### src/rtl/ttb_pkg.sv
package ttb_pkg;
    localparam int DATA_W  = 32;
    localparam int NUM_TMR = 3;
    localparam int SEL_W   = 2;
    localparam int IDX_W   = 6;
    localparam int ADDR_W  = SEL_W + IDX_W;
    localparam int PS_W    = 8;
    localparam int CTRL_W  = 8;
    localparam int NARROW_W = 16;

    typedef enum logic [1:0] {
        PS_DIV1   = 2'd0,
        PS_DIV16  = 2'd1,
        PS_DIV256 = 2'd2,
        PS_SPARE  = 2'd3
    } presc_e;

    typedef struct packed {
        logic   run;
        logic   periodic;
        logic   irq_en;
        logic   spare;
        presc_e presc;
        logic   wide;
        logic   single;
    } tctl_t;

    typedef enum logic [IDX_W-1:0] {
        RI_LOAD   = 6'd0,
        RI_VALUE  = 6'd1,
        RI_CTRL   = 6'd2,
        RI_ICLR   = 6'd3,
        RI_RAW    = 6'd4,
        RI_MASKED = 6'd5,
        RI_BGLOAD = 6'd6
    } ridx_e;

    typedef struct packed {
        logic [DATA_W-1:0] reload;
        logic [DATA_W-1:0] count;
        tctl_t             ctl;
        logic              raw;
    } tstate_t;

    localparam tctl_t CTL_RST = tctl_t'(8'h20);

    // last prescaler phase before a step is released
    function automatic logic [PS_W-1:0] presc_last(presc_e p);
        case (p)
            PS_DIV16:  return PS_W'(15);
            PS_DIV256: return PS_W'(255);
            default:   return '0;
        endcase
    endfunction

    // free-running wrap value for the selected width
    function automatic logic [DATA_W-1:0] wrap_val(logic wide);
        if (wide) return '1;
        return {{(DATA_W-NARROW_W){1'b0}}, {NARROW_W{1'b1}}};
    endfunction
endpackage

### src/rtl/tmr_prescale.sv
module tmr_prescale
    import ttb_pkg::*;
(
    input  logic   clk,
    input  logic   rst,
    input  logic   clr,
    input  logic   tick,
    input  presc_e div,
    output logic   fire
);
    logic [PS_W-1:0] phase;

    assign fire = tick && (phase == presc_last(div));

    always_ff @(posedge clk) begin
        if (rst || clr) begin
            phase <= '0;
        end else if (tick) begin
            phase <= fire ? '0 : phase + 1'b1;
        end
    end

    p_phase_bound_r5: assert property (@(posedge clk) disable iff (rst)
        phase <= presc_last(div));
endmodule

### src/rtl/tmr_core.sv
module tmr_core
    import ttb_pkg::*;
(
    input  logic              clk,
    input  logic              rst,
    input  logic              wr_hit,
    input  logic [IDX_W-1:0]  idx,
    input  logic [DATA_W-1:0] wdata,
    input  logic              tick,
    output logic [DATA_W-1:0] rword,
    output logic              irq
);
    tstate_t st;
    tstate_t nx;
    logic wr_load, wr_ctrl, wr_clr, wr_bg;
    logic fire, at_floor, parked, expire, decr;

    assign wr_load = wr_hit && (idx == RI_LOAD);
    assign wr_ctrl = wr_hit && (idx == RI_CTRL);
    assign wr_clr  = wr_hit && (idx == RI_ICLR);
    assign wr_bg   = wr_hit && (idx == RI_BGLOAD);

    tmr_prescale u_ps (
        .clk  (clk),
        .rst  (rst),
        .clr  (wr_load || wr_ctrl),
        .tick (tick && st.ctl.run),
        .div  (st.ctl.presc),
        .fire (fire)
    );

    assign at_floor = (st.count <= DATA_W'(1));
    assign parked   = st.ctl.single && (st.count == '0);
    assign expire   = fire && at_floor && !parked;
    assign decr     = fire && !at_floor;

    always_comb begin
        nx = st;
        if (expire) begin
            nx.raw = 1'b1;
            if (st.ctl.single)        nx.count = '0;
            else if (st.ctl.periodic) nx.count = st.reload;
            else                      nx.count = wrap_val(st.ctl.wide);
        end else if (decr) begin
            nx.count = st.count - DATA_W'(1);
        end
        if (wr_clr && !expire) nx.raw = 1'b0;
        if (wr_load) begin
            nx.reload = wdata;
            nx.count  = wdata;
        end
        if (wr_bg)   nx.reload = wdata;
        if (wr_ctrl) nx.ctl = tctl_t'(wdata[CTRL_W-1:0]);
    end

    always_ff @(posedge clk) begin
        if (rst) begin
            st <= '{reload: '0, count: '1, ctl: CTL_RST, raw: 1'b0};
        end else begin
            st <= nx;
        end
    end

    always_comb begin
        case (ridx_e'(idx))
            RI_LOAD, RI_BGLOAD: rword = st.reload;
            RI_VALUE:           rword = st.count;
            RI_CTRL:            rword = {{(DATA_W-CTRL_W){1'b0}}, st.ctl};
            RI_RAW:             rword = {{(DATA_W-1){1'b0}}, st.raw};
            RI_MASKED:          rword = {{(DATA_W-1){1'b0}}, st.raw && st.ctl.irq_en};
            default:            rword = '0;
        endcase
    end

    assign irq = st.raw && st.ctl.irq_en;

    p_off_hold_r4: assert property (@(posedge clk) disable iff (rst)
        (!st.ctl.run && !wr_load) |=> (st.count == $past(st.count)));

    p_single_park_r7: assert property (@(posedge clk) disable iff (rst)
        (parked && !wr_load) |=> (st.count == '0));

    p_raw_sticky_r10: assert property (@(posedge clk) disable iff (rst)
        (st.raw && !wr_clr) |=> st.raw);

    p_periodic_reload_r8: assert property (@(posedge clk) disable iff (rst)
        (expire && st.ctl.periodic && !st.ctl.single && !wr_load)
        |=> (st.count == $past(st.reload)));
endmodule

### src/rtl/tmr_rdmux.sv
module tmr_rdmux #(
    parameter int N  = 3,
    parameter int W  = 32,
    parameter int SW = 2
) (
    input  logic [N-1:0][W-1:0] words,
    input  logic [SW-1:0]       sel,
    output logic [W-1:0]        rdata
);
    always_comb begin
        rdata = '0;
        for (int i = 0; i < N; i++) begin
            if (sel == SW'(i)) rdata = words[i];
        end
    end
endmodule

### src/rtl/tick_timer_bank.sv
module tick_timer_bank
    import ttb_pkg::*;
(
    input  logic               clk,
    input  logic               rst,
    input  logic [ADDR_W-1:0]  reg_addr,
    input  logic               reg_wr,
    input  logic [DATA_W-1:0]  reg_wdata,
    output logic [DATA_W-1:0]  reg_rdata,
    input  logic [NUM_TMR-1:0] tick_en,
    output logic [NUM_TMR-1:0] irq
);
    logic [SEL_W-1:0] sel;
    logic [IDX_W-1:0] idx;
    logic [NUM_TMR-1:0][DATA_W-1:0] words;

    assign sel = reg_addr[ADDR_W-1:IDX_W];
    assign idx = reg_addr[IDX_W-1:0];

    for (genvar g = 0; g < NUM_TMR; g++) begin : g_tmr
        tmr_core u_core (
            .clk    (clk),
            .rst    (rst),
            .wr_hit (reg_wr && (sel == SEL_W'(g))),
            .idx    (idx),
            .wdata  (reg_wdata),
            .tick   (tick_en[g]),
            .rword  (words[g]),
            .irq    (irq[g])
        );
    end

    tmr_rdmux #(.N(NUM_TMR), .W(DATA_W), .SW(SEL_W)) u_mux (
        .words (words),
        .sel   (sel),
        .rdata (reg_rdata)
    );
endmodule

### config.mk
export PLATFORM = sky130hd
export DESIGN_NAME = tick_timer_bank
export DESIGN_NICKNAME = d
export VERILOG_FILES = /design/src/rtl/ttb_pkg.sv /design/src/rtl/tmr_prescale.sv /design/src/rtl/tmr_core.sv /design/src/rtl/tmr_rdmux.sv /design/src/rtl/tick_timer_bank.sv
export SDC_FILE = /design/constraint.sdc
export NUM_CORES = 1
export LEC_CHECK = 0
export BUFFER_PORTS_ARGS = -buffer_cell sky130_fd_sc_hd__buf_2
export CAP_MARGIN = 20
export CELL_PAD_IN_SITES_DETAIL_PLACEMENT = 1
export CELL_PAD_IN_SITES_GLOBAL_PLACEMENT = 1
export CORE_MARGIN = 2
export CORE_UTILIZATION = 45
export DETAILED_ROUTE_END_ITERATION = 16
export HOLD_SLACK_MARGIN = 0.03
export PLACE_DENSITY = 0.8
export SETUP_SLACK_MARGIN = 0.1
export SYNTH_ARGS = -nofsm -noshare
export SYNTH_HDL_FRONTEND = slang
export SYNTH_SLANG_ARGS = --single-unit
### constraint.sdc
create_clock -name clk -period 3.4 [get_ports clk]
set_input_delay 0.17 -clock clk [delete_from_list [all_inputs] [get_ports clk]]
set_output_delay 0.17 -clock clk [all_outputs]
set_load 0.03 [all_outputs]
== Word level (Yosys, flattened, before mapping) ==
Index checks and enable logic that the tools add are counted.

* Flip-flop bits (word level): 243
* Bits in latches: 0
* Bits in writable memories: 0
* ROM bits: 0
* Input bits: 46
* Output and inout bits: 35
* Logic and storage cells: 176
* Memories: 0

* Add/subtract/negate cells: 6
* Multiply operators: 0
* Divide/modulo/power cells: 0
* Order comparisons: 3
* Eq/ne operators: 17
* Shift operators: 0
* Mux-type cells: 48
* Bitwise logic cells: 0
* Reduce and logical (&&, ||, !) cells: 69

{| class="wikitable"
|+ Operator list
! operator !! count
|-
| $mux 32 || 24
|-
| $pmux 32 s5 || 3
|-
| $mux 64 || 3
|-
| $le 32x1->1 const B || 3
|-
| $logic_not 32->1 || 3
|-
| $sub 32x1->32 const B || 3
|-
| $pmux 8 s2 || 3
|-
| $logic_and 1x1->1 || 39
|-
| $add 8x1->8 const B || 3
|-
| $eq 8x8->1 || 3
|-
| $mux 8 || 3
|-
| $eq 6x3->1 const B || 3
|-
| $eq 6x2->1 const B || 2
|-
| $mux 1 || 12
|-
| $logic_not 1->1 || 9
|-
| $reduce_bool 3->1 || 3
|-
| $eq 2x1->1 const B || 4
|-
| $eq 2x2->1 const B || 4
|-
| $reduce_or 2->1 || 4
|-
| $eq 6x1->1 const B || 1
|-
| $logic_not 6->1 || 1
|-
| $logic_or 1x1->1 || 6
|-
| $reduce_bool 2->1 || 3
|-
| $logic_not 2->1 || 1
|}

== Logic depth before layout (Yosys ltp) ==
Gate-level depths: netlist of run 1.

* Depth after elaboration: 13
* Gate-level depth with buffers: 12
* Depth with buffers taken out: 9

== Cells and area by module ==
Synthesis of run 1 repeated with hierarchy kept, for this count alone.

* Cell total of the unflattened synthesis: 2,105
* Area, all modules: 15,967.8 um^2

{| class="wikitable"
|+ By module, submodules not included
! module !! instances !! cells each !! area an instance (um^2) !! seq. area each (um^2)
|-
| tmr_core (g_tmr[1].u_core ...) || 2 || 624 || 4,606.9 || 1,461.4
|-
| tmr_core (g_tmr[0].u_core) || 1 || 630 || 4,611.9 || 1,461.4
|-
| tmr_prescale || 3 || 49 || 441.7 || 160.2
|-
| tmr_rdmux || 1 || 77 || 787.0 || 0.0
|-
| tick_timer_bank || 1 || 3 || 30.0 || 0.0
|}

== Worst setup path after synthesis of run 1 ==
Ideal clock, no wire load.

* Path kind: input to output
* Start point: input port reg_addr[3]
* End point: output port reg_rdata[29]
* Data arrival time: 2,611 ps
* Required time: 3,230 ps
* Slack: 619 ps
* Stages: 7
* Path buffers: 3
* Cell sequence: or4_1 clkbuf_1 nor3b_1 clkbuf_1 buf_1 a22oi_1 o21ai_0

* Longest elaborated chain between the ends: 6
* Elaborated cells on any way between the ends: 13
* Those cells by class: eq/ne (5); mux (6); reduce/logical (2)

{| class="wikitable"
|+ RTL lines
! element !! line !! text
|-
| start, declared || tick_timer_bank.sv:6 || <nowiki>input logic [ADDR_W-1:0] reg_addr,</nowiki>
|-
| $eq 6x3->1 / $logic_not 6->1 (equally long branches) || tmr_core.sv:65 || <nowiki>case (ridx_e'(idx))</nowiki>
|-
| $reduce_or 2->1 || tmr_core.sv:65 ||
|-
| $pmux 32 s5 || tmr_core.sv:65 ||
|-
| $mux 32 (2 in series) || tmr_rdmux.sv:13 || <nowiki>if (sel == SW'(i)) rdata = words[i];</nowiki>
|-
| $mux 32 * || tmr_rdmux.sv:13 ||
|-
| end, declared || tick_timer_bank.sv:9 || <nowiki>output logic [DATA_W-1:0] reg_rdata,</nowiki>
|}

Every way passes the cells marked *; elsewhere a longest branch is shown, timed or not.

== Worst setup path after layout of run 1 ==
* Start point: register g_tmr[1].u_core.st[17] (netlist bit)
* End point: register g_tmr[1].u_core.st[25] (netlist bit)

* Longest elaborated chain between the ends: 6
* Elaborated cells on any way between the ends: 13
* Those cells by class: add/sub (1); order compare (1); mux (3); reduce/logical (8)

{| class="wikitable"
|+ RTL lines
! element !! line !! text
|-
| start, declared || tmr_core.sv:13 || <nowiki>tstate_t st;</nowiki>
|-
| start signal, assigned || tmr_core.sv:58 || <nowiki>st <= '{reload: '0, count: '1, ctl: CTL_RST, raw: 1'b0};</nowiki>
|-
| start signal, assigned || tmr_core.sv:60 || <nowiki>st <= nx;</nowiki>
|-
| parallel branches: the longest is 6 deep, another holds $sub 32x1->32 || - ||
|}

Parallel ways; which one is timed is not known. The select of a mux whose other input is x is not followed.
A chain may end at the register's enable or synchronous reset.

==> results.ini, run 1 <==
[placement]
gp_congestion=1.01
portBuffers=80
dpl_cell_area_um2=15900
place_hpwl_um=46800
dp.cells=2518

[setup_path]
crit_path_end_kind=register
critPathTopFamily=simple AND/OR/NAND/NOR gates
path_cells=or4_1 -> nand4b_1 -> buf_4 -> nor3_2 -> a31oi_1 -> nor2_1 -> o21ai_0 -> o211ai_1
slowest_delay_ps=690
critPathArrivalTime_ps=3640
critPathMaxFanout=11
crit_path_start_kind=register
slowest_stage=nor2_1
crit_type=reg2reg
critPathBufInv=1
critical_path_required_ps=3900

[sta]
setup_violations=0
finalHoldViolCount=0
slew_violations=0
period_minus_slack_ps=3150
max_freq_mhz=318
fin_skew_ps=14.8
timing.setup.tns_ps=0
worst_pin_slew_ps=892
period_share_pct=92.6
slew-limit-headroom_pct=40.1
rsz0062_at_grt=no

[power_and_ir_drop]
power.density_nw_per_um2=394
finalPower_w=0.00682
ir_worst_vdd_v=0.000365
leakage_nw=5.75

[yosys]
yosys_warnings=0
yosys-top-cells-area=dfxtp_1 (33%), a21oi_1 (11%), nand2_1 (9.7%)
synth_cell_types=71
synth_mux_area_share_pct=0.675
synth_compound_area_share_pct=31.7
synthXorXnorAreaFrac_pct=2.95
synth_edf_count=0
synth_top_family_by_area=compound AO/OA/AOI/OAI gates
async_flop_share_pct=0
syn_avg_cell_area_um2=7.10
synth.largest_area_cell=dfxtp_1
syn_nets=2148
ys.flop_type=dfxtp_1
syn_area_um2=14800
synth-seq-cells=243
netlist_instances=2090
netlist.area_leader.share_pct=32.8
synth-simple-area-share_pct=24.5
synth_adder_area_share_pct=1.01
yosysSeqAreaShare_pct=32.8

[floorplan]
io_pins=81
coreArea_um2=32500
initial_core_util_pct=45.6
fp-row-count=66
dieArea_um2=34400
die_h_um=186
die_w_um=186

[routing]
vias=17400
drt_iter0_markers=1572
vias_per_cell=6.67
drtPass1Iterations=8
drc=0
antenna_left=0
wl_per_cell_um=26.5
wl_um=69200

[cells_and_area]
utilization_pct=53.2
seqCellArea_um2=4860
fin_area_um2=17300
final_net_count=2201
final_layout_size_suffix_gt1_share_pct=12.0
finalNonFillerCells=2609
syn2layout_area_growth_pct=16.8
antenna_cells=0
multi_input_area_um2=9100
fillers=4156

[clocking]
cts_resized=0
cts_buffer_depth=3
cts_num_sinks=243
clock_latency_ps=580
clk_pin_slew_ps=70
numCtsBuffers=30
cts_tree=built
clockRootBuffer=clkbuf_16
post_cts_buffers=0
cts_max_level=1

[grt]
grtUsageTotal_pct=39.9
overflow=0
grt_pass1_wl_um=106000
grt_pass1_vias=17300
grt_max_degree=93
antenna_found_initial=1

[outcome]
outcome=finished clean

[min_path]
holdCritPathClass=in2reg

[job]
cap_violations=0

stage by stage:
step	hold slack, ps	setup WS [ps]
floorplan	288	619
global placement	454	459
detailed placement	463	404
CTS	32.9	355
finish	76.0	253
global route	80.0	132
area by class of cell:
class                      instances  share of cell area, %
multi-input combinational       1607                   52.6
clock buffer                      39                   4.94
tap                              442                   3.19
clock inverter                    17                   1.43
sequential                       243                   28.1
inverter                          60                   1.30
timing repair buffer             201                   8.50
per-layer routing:
metal  wire, um  GRT usage [%]  vias to the layer above
li1           -              -                     7688
met1      28200           52.5                     8569
met2      30600           62.3                      904
met3       5780           6.01                      244
met4       4640           23.1                        0
met5          0              0                        -
logic make-up after synthesis:
group           Yosys count
simple gates            792
compound gates          743
flops                   243
buf+inv                 240
xor+xnor                 50
fa+ha+maj                12
mux                      10
worst register-to-register path, cell delays in order (launching register included):
cell      delay, ps
dfxtp_1         380
or4_1           600
nand4b_1        430
buf_4           290
nor3_2          210
a31oi_1         120
nor2_1          690
o21ai_0         220
o211ai_1        140
repair_timing:
| action | 4_1_cts | 5_1_grt |
|---|---|---|
| hold endpoints to repair | 144 | 0 |
| hold buffers | 34 | 0 |
| endpoints found under the setup margin | 0 | 0 |
final timing paths:
path | from | end | slack, ps | cells past startpoint
min reg2reg | g_tmr[0].u_core.st[5]$_SDFFE_PP0P_ | g_tmr[0].u_core.st[5]$_SDFFE_PP0P_ | 460 | 2
max reg2reg | g_tmr[1].u_core.st[17]$_SDFFE_PP1P_ | g_tmr[1].u_core.st[25]$_SDFFE_PP1P_ | 250 | 8
min | reg_wdata[24] | g_tmr[2].u_core.st[65]$_SDFFE_PP0P_ | 80 | 3
max | g_tmr[1].u_core.st[17]$_SDFFE_PP1P_ | g_tmr[1].u_core.st[25]$_SDFFE_PP1P_ | 250 | 8
placed cells by master, fill, tap and decap left out, types with 23 or more instances in the layout:
cell	count
o221ai_1	43
a22oi_1	61
o21ai_0	120
dlygate4sd3_1	34
a221oi_1	23
nor3_1	52
a21oi_1	312
xor2_1	38
inv_1	60
nand3_1	37
buf_2	79
nor2_1	139
dfxtp_1	243
clkbuf_16	31
nand2_1	383
buf_4	80
registers in the layout, indices dropped and copies added (netlist names):
register,flops
g_tmr.u_core.u_ps.phase,24
g_tmr.u_core.st,219
power by group:
| group | total [W] | leakage (nW) | switching (W) | internal, W |
|---|---|---|---|---|
| clock | 0.00361 | 0.531 | 0.00139 | 0.00222 |
| combinational | 0.000348 | 3.26 | 0.000249 | 0.0000987 |
| sequential | 0.00286 | 1.96 | 0.00000976 | 0.00285 |
| total | 0.00682 | 5.75 | 0.00165 | 0.00517 |
synthesized netlist by cell type, types with 10 or more instances:
cell and instances:
a211oi_1 18, a21oi_1 312, a221oi_1 23, a222oi_1 21, a22o_1 13, a22oi_1 61, a31oi_1 15, and2_1 13
buf_2 15, clkbuf_1 153, dfxtp_1 243, ha_1 12, inv_1 60, mux2i_1 10, nand2_1 383, nand2b_1 13
nand3_1 37, nand4_1 21, nor2_1 145, nor2b_1 14, nor3_1 53, nor4_1 21, o211ai_1 19, o21ai_0 120
o21bai_1 12, o221ai_1 43, o22a_1 20, or2_2 14, or3_1 20, or4_1 15, xnor2_1 12, xor2_1 38
(Power assumes the default switching activity.)
==> inputs of run 2 (changes only) <==
- CORE_UTILIZATION: 45 -> 47
- PLACE_DENSITY: 0.8 -> 0.82
- SYNTH_HIERARCHICAL: unset -> 1
==> results.ini, run 2 <==
[outcome]
outcome=finished clean

[routing]
wl_per_cell_um=26.5  ; -0.17%
antenna_left=0  ; unchanged
wl_um=69500  ; +0.48%
vias_per_cell=6.73  ; +0.83%
vias=17700  ; +1.5%
drc=0  ; unchanged
drt_iter0_markers=1878  ; +19%
drtPass1Iterations=8  ; unchanged

[grt]
met3_usage_pct=5.90  ; -0.10 points
met1_usage_pct=47.8  ; -4.7 points
grt_pass1_vias=18000  ; +3.9%
gr-max-usage-layer=met2
grtUsageTotal_pct=38.4  ; -1.5 points
grt_max_degree=110  ; +18%
antenna_found_initial=3  ; +2
overflow=0  ; unchanged
grt_pass1_wl_um=107000  ; +1.4%
use_met2_pct=64.9  ; +2.6 points

[yosys]
netlist_instances=2105  ; +0.72%
async_flop_share_pct=0  ; unchanged
synth_common_cells=nand2_1 (350), a21oi_1 (259), dfxtp_1 (243), clkbuf_1 (133), nor2_1 (83)
synth-seq-cells=243  ; unchanged
syn_avg_cell_area_um2=7.59  ; +6.9%
netlist.area_leader.share_pct=30.5  ; -2.3 points
yosys_warnings=6  ; +6
syn_area_um2=16000  ; +7.7%
synth.largest_area_cell=dfxtp_1
syn_nets=2163  ; +0.70%
synth_edf_count=0  ; unchanged
yosysSeqAreaShare_pct=30.5  ; -2.3 points
yosys-top-cells-area=dfxtp_1 (30%), nand2_1 (8.2%), a21oi_1 (8.1%)
post-synth-top-count-cell=nand2_1
ys.flop_type=dfxtp_1
synth_cell_types=81  ; +14%

[placement]
gp_congestion=0.961  ; -4.4%
portBuffers=80  ; unchanged
place_hpwl_um=48000  ; +2.4%
dp.cells=2534  ; +0.64%
dpl_worst_slack_ps=349  ; -54.4 ps

[setup_path]
slowest_delay_ps=490  ; -200 ps
crit_path_end_kind=register
critPathArrivalTime_ps=3480  ; -160 ps
crit_path_start_kind=register
r2r_start=g_tmr[0].u_core/st[3]$_SDFFE_PP0P_
critical_path_required_ps=3880  ; -20 ps
critPathMaxFanout=17  ; +6
worst_r2r_path_depth=9  ; +1
crit_type=reg2reg
slowest_stage=a211oi_4
r2r_slack_ps=410  ; +150 ps
rr_endpoint=g_tmr[0].u_core/st[40]$_SDFFE_PP1P_
crit_end=g_tmr[0].u_core/st[40]$_SDFFE_PP1P_
path_cells=inv_1 -> ha_1 -> or2_4 -> a211oi_4 -> nor2_1 -> or2_2 -> buf_4 -> a221o_1 -> a31o_2
critPathLaunch=g_tmr[0].u_core/st[3]$_SDFFE_PP0P_

[clocking]
cts_tree=built
cts_num_sinks=243  ; unchanged
numCtsBuffers=31  ; +3.3%
clk_pin_slew_ps=70  ; about the same
post_cts_buffers=0  ; unchanged
cts_buffer_depth=3  ; unchanged
clock_latency_ps=580  ; about the same
clockRootBuffer=clkbuf_16
cts_max_level=1  ; unchanged

[sta]
max_freq_mhz=334  ; +5.1%
layout_setup_ws_ps=406  ; +153 ps
timing.setup.tns_ps=0  ; unchanged
fin_skew_ps=13.2  ; -1.62 ps
finalHoldViolCount=0  ; unchanged
slew_violations=0  ; unchanged
period_share_pct=88.1  ; -4.5 points
worst_pin_slew_ps=972  ; +80.5 ps
period_minus_slack_ps=2990  ; -153 ps
rsz0062_at_grt=no
slew-limit-headroom_pct=35.0  ; -5.1 points
setup_violations=0  ; unchanged

[power_and_ir_drop]
clock_power_share_pct=50.0  ; -2.9 points
leakage_nw=6.25  ; +8.5%
ir_worst_vdd_v=0.000391  ; +7.3%
switching_share_pct=25.9  ; +1.7 points
p_switching_w=0.00167  ; +1.4%
p_int_w=0.00480  ; -7.3%
pwr-share-comb_pct=5.8  ; +0.7 points
power.density_nw_per_um2=358  ; -9.1%
seq_power_share_pct=44.2  ; +2.2 points
finalPower_w=0.00647  ; -5.2%

[cells_and_area]
layout_common_cells=nand2_1 (350), a21oi_1 (259), dfxtp_1 (243)
syn2layout_area_growth_pct=13.2
finalNonFillerCells=2626  ; +0.65%
largest_reg_flops=219  ; unchanged
regMostFlops=g_tmr.u_core/st
final_layout_size_suffix_gt1_share_pct=14.4  ; +2.4 points
final_common_cell=nand2_1
largest_registers=g_tmr.u_core/st (219), g_tmr.u_core/u_ps/phase (24)
final_net_count=2209  ; +0.36%
fillers=4218  ; +1.5%
utilization_pct=53.9  ; +0.66 points

[floorplan]
die_w_um=188  ; +1.5%
fp-row-count=67  ; +1.5%
io_pins=81  ; unchanged
coreArea_um2=33500  ; +3.1%
die_h_um=188  ; +1.5%
initial_core_util_pct=47.6  ; +2.0 points
dieArea_um2=35500  ; +3.0%

[job]
cap_violations=0  ; unchanged

[min_path]
holdCritPathClass=in2reg

run 2: cell types whose count changed after synthesis, sizes merged, moves of 27 or more:
| cell | previous run | this run |
|---|---|---|
| mux2i | 10 | 37 |
| nor2 | 145 | 86 |
| nand2 | 384 | 350 |
| nor4 | 25 | 66 |
| a22o | 13 | 72 |
| o221ai | 43 | 6 |
| a22oi | 61 | 2 |
| o2bb2ai | 3 | 32 |
run 2: what timing repair did:
item,CTS,global route
hold endpoints to repair,149,0
hold buffers,32,0
gates resized for setup,0,1
endpoints found under the setup margin,0,1
run 2: cell type report:
cell class,count,area (um^2),area share (%)
inverter,50,188,1.04
clock buffer,46,872,4.83
clock inverter,11,95.1,0.526
multi-input combinational,1628,10100,55.7
timing repair buffer,197,1420,7.83
sequential,243,4860,26.9
tap,448,561,3.10
antenna,3,7.51,0.0415
run 2: how the worst min path moves through the flow:
stage,startpoint,depth (start not counted),to
finish,tick_en[1],4,g_tmr[1].u_core/u_ps/phase[0]$_SDFFE_PP0P_
global route,reg_addr[7],5,g_tmr[0].u_core/st[5]$_SDFFE_PP0P_
CTS,tick_en[1],4,g_tmr[1].u_core/u_ps/phase[1]$_SDFFE_PP0P_
detailed placement,g_tmr[2].u_core/st[5]$_SDFFE_PP0P_,2,g_tmr[2].u_core/st[5]$_SDFFE_PP0P_
global placement,g_tmr[2].u_core/st[5]$_SDFFE_PP0P_,2,g_tmr[2].u_core/st[5]$_SDFFE_PP0P_
floorplan,rst,1,g_tmr[0].u_core/u_ps/phase[3]$_SDFFE_PP0P_
run 2: logic make-up (layout without fill, tap and decap cells):
family                   Yosys count  count (layout)  share of synthesized area, %
flip-flops                       243             243                          30.5
XOR/XNOR                          94              94                          5.16
AND/OR/NAND/NOR                  800             800                          25.2
buffers and inverters            234             304                          6.64
adder cells (fa/ha/maj)           12              12                         0.940
AO/OA/AOI/OAI                    685             685                          29.3
other                              0               3                             0
multiplexers                      37              37                          2.32
run 2: power by group through the flow:
stage	Clock (W)	Combinational, W	Sequential [W]
CTS	0.00325	0.000360	0.00286
finish	0.00323	0.000373	0.00286
floorplan	0	0.000150	0.00292
global route	0.00338	0.000383	0.00286
detailed placement	0	0.000329	0.00292
global placement	0	0.000324	0.00292
run 2: through the flow:
stage | hold WS [ps] | area (um^2)
after floorplan | 247 | 16000
after global placement | 444 | 16800
after detailed placement | 456 | 16800
after CTS | 107 | 18100
after global routing | 138 | 18100
final | 122 | 18100
run 2: metal layers:
metal  wire length (um)  vias to the layer above
met1              27600                     8783
met3               5220                      234
met4               3690                        0
met5                  0                        -
met2              33000                      810
li1                   -                     7836
run 2: critical path: cells and delay by family, from the launching register on:
family / cells / cell delay (ps)
flops: 1 / 350
simple gates: 3 / 860
buf+inv: 2 / 300
compound gates: 3 / 1060
fa+ha+maj: 1 / 310
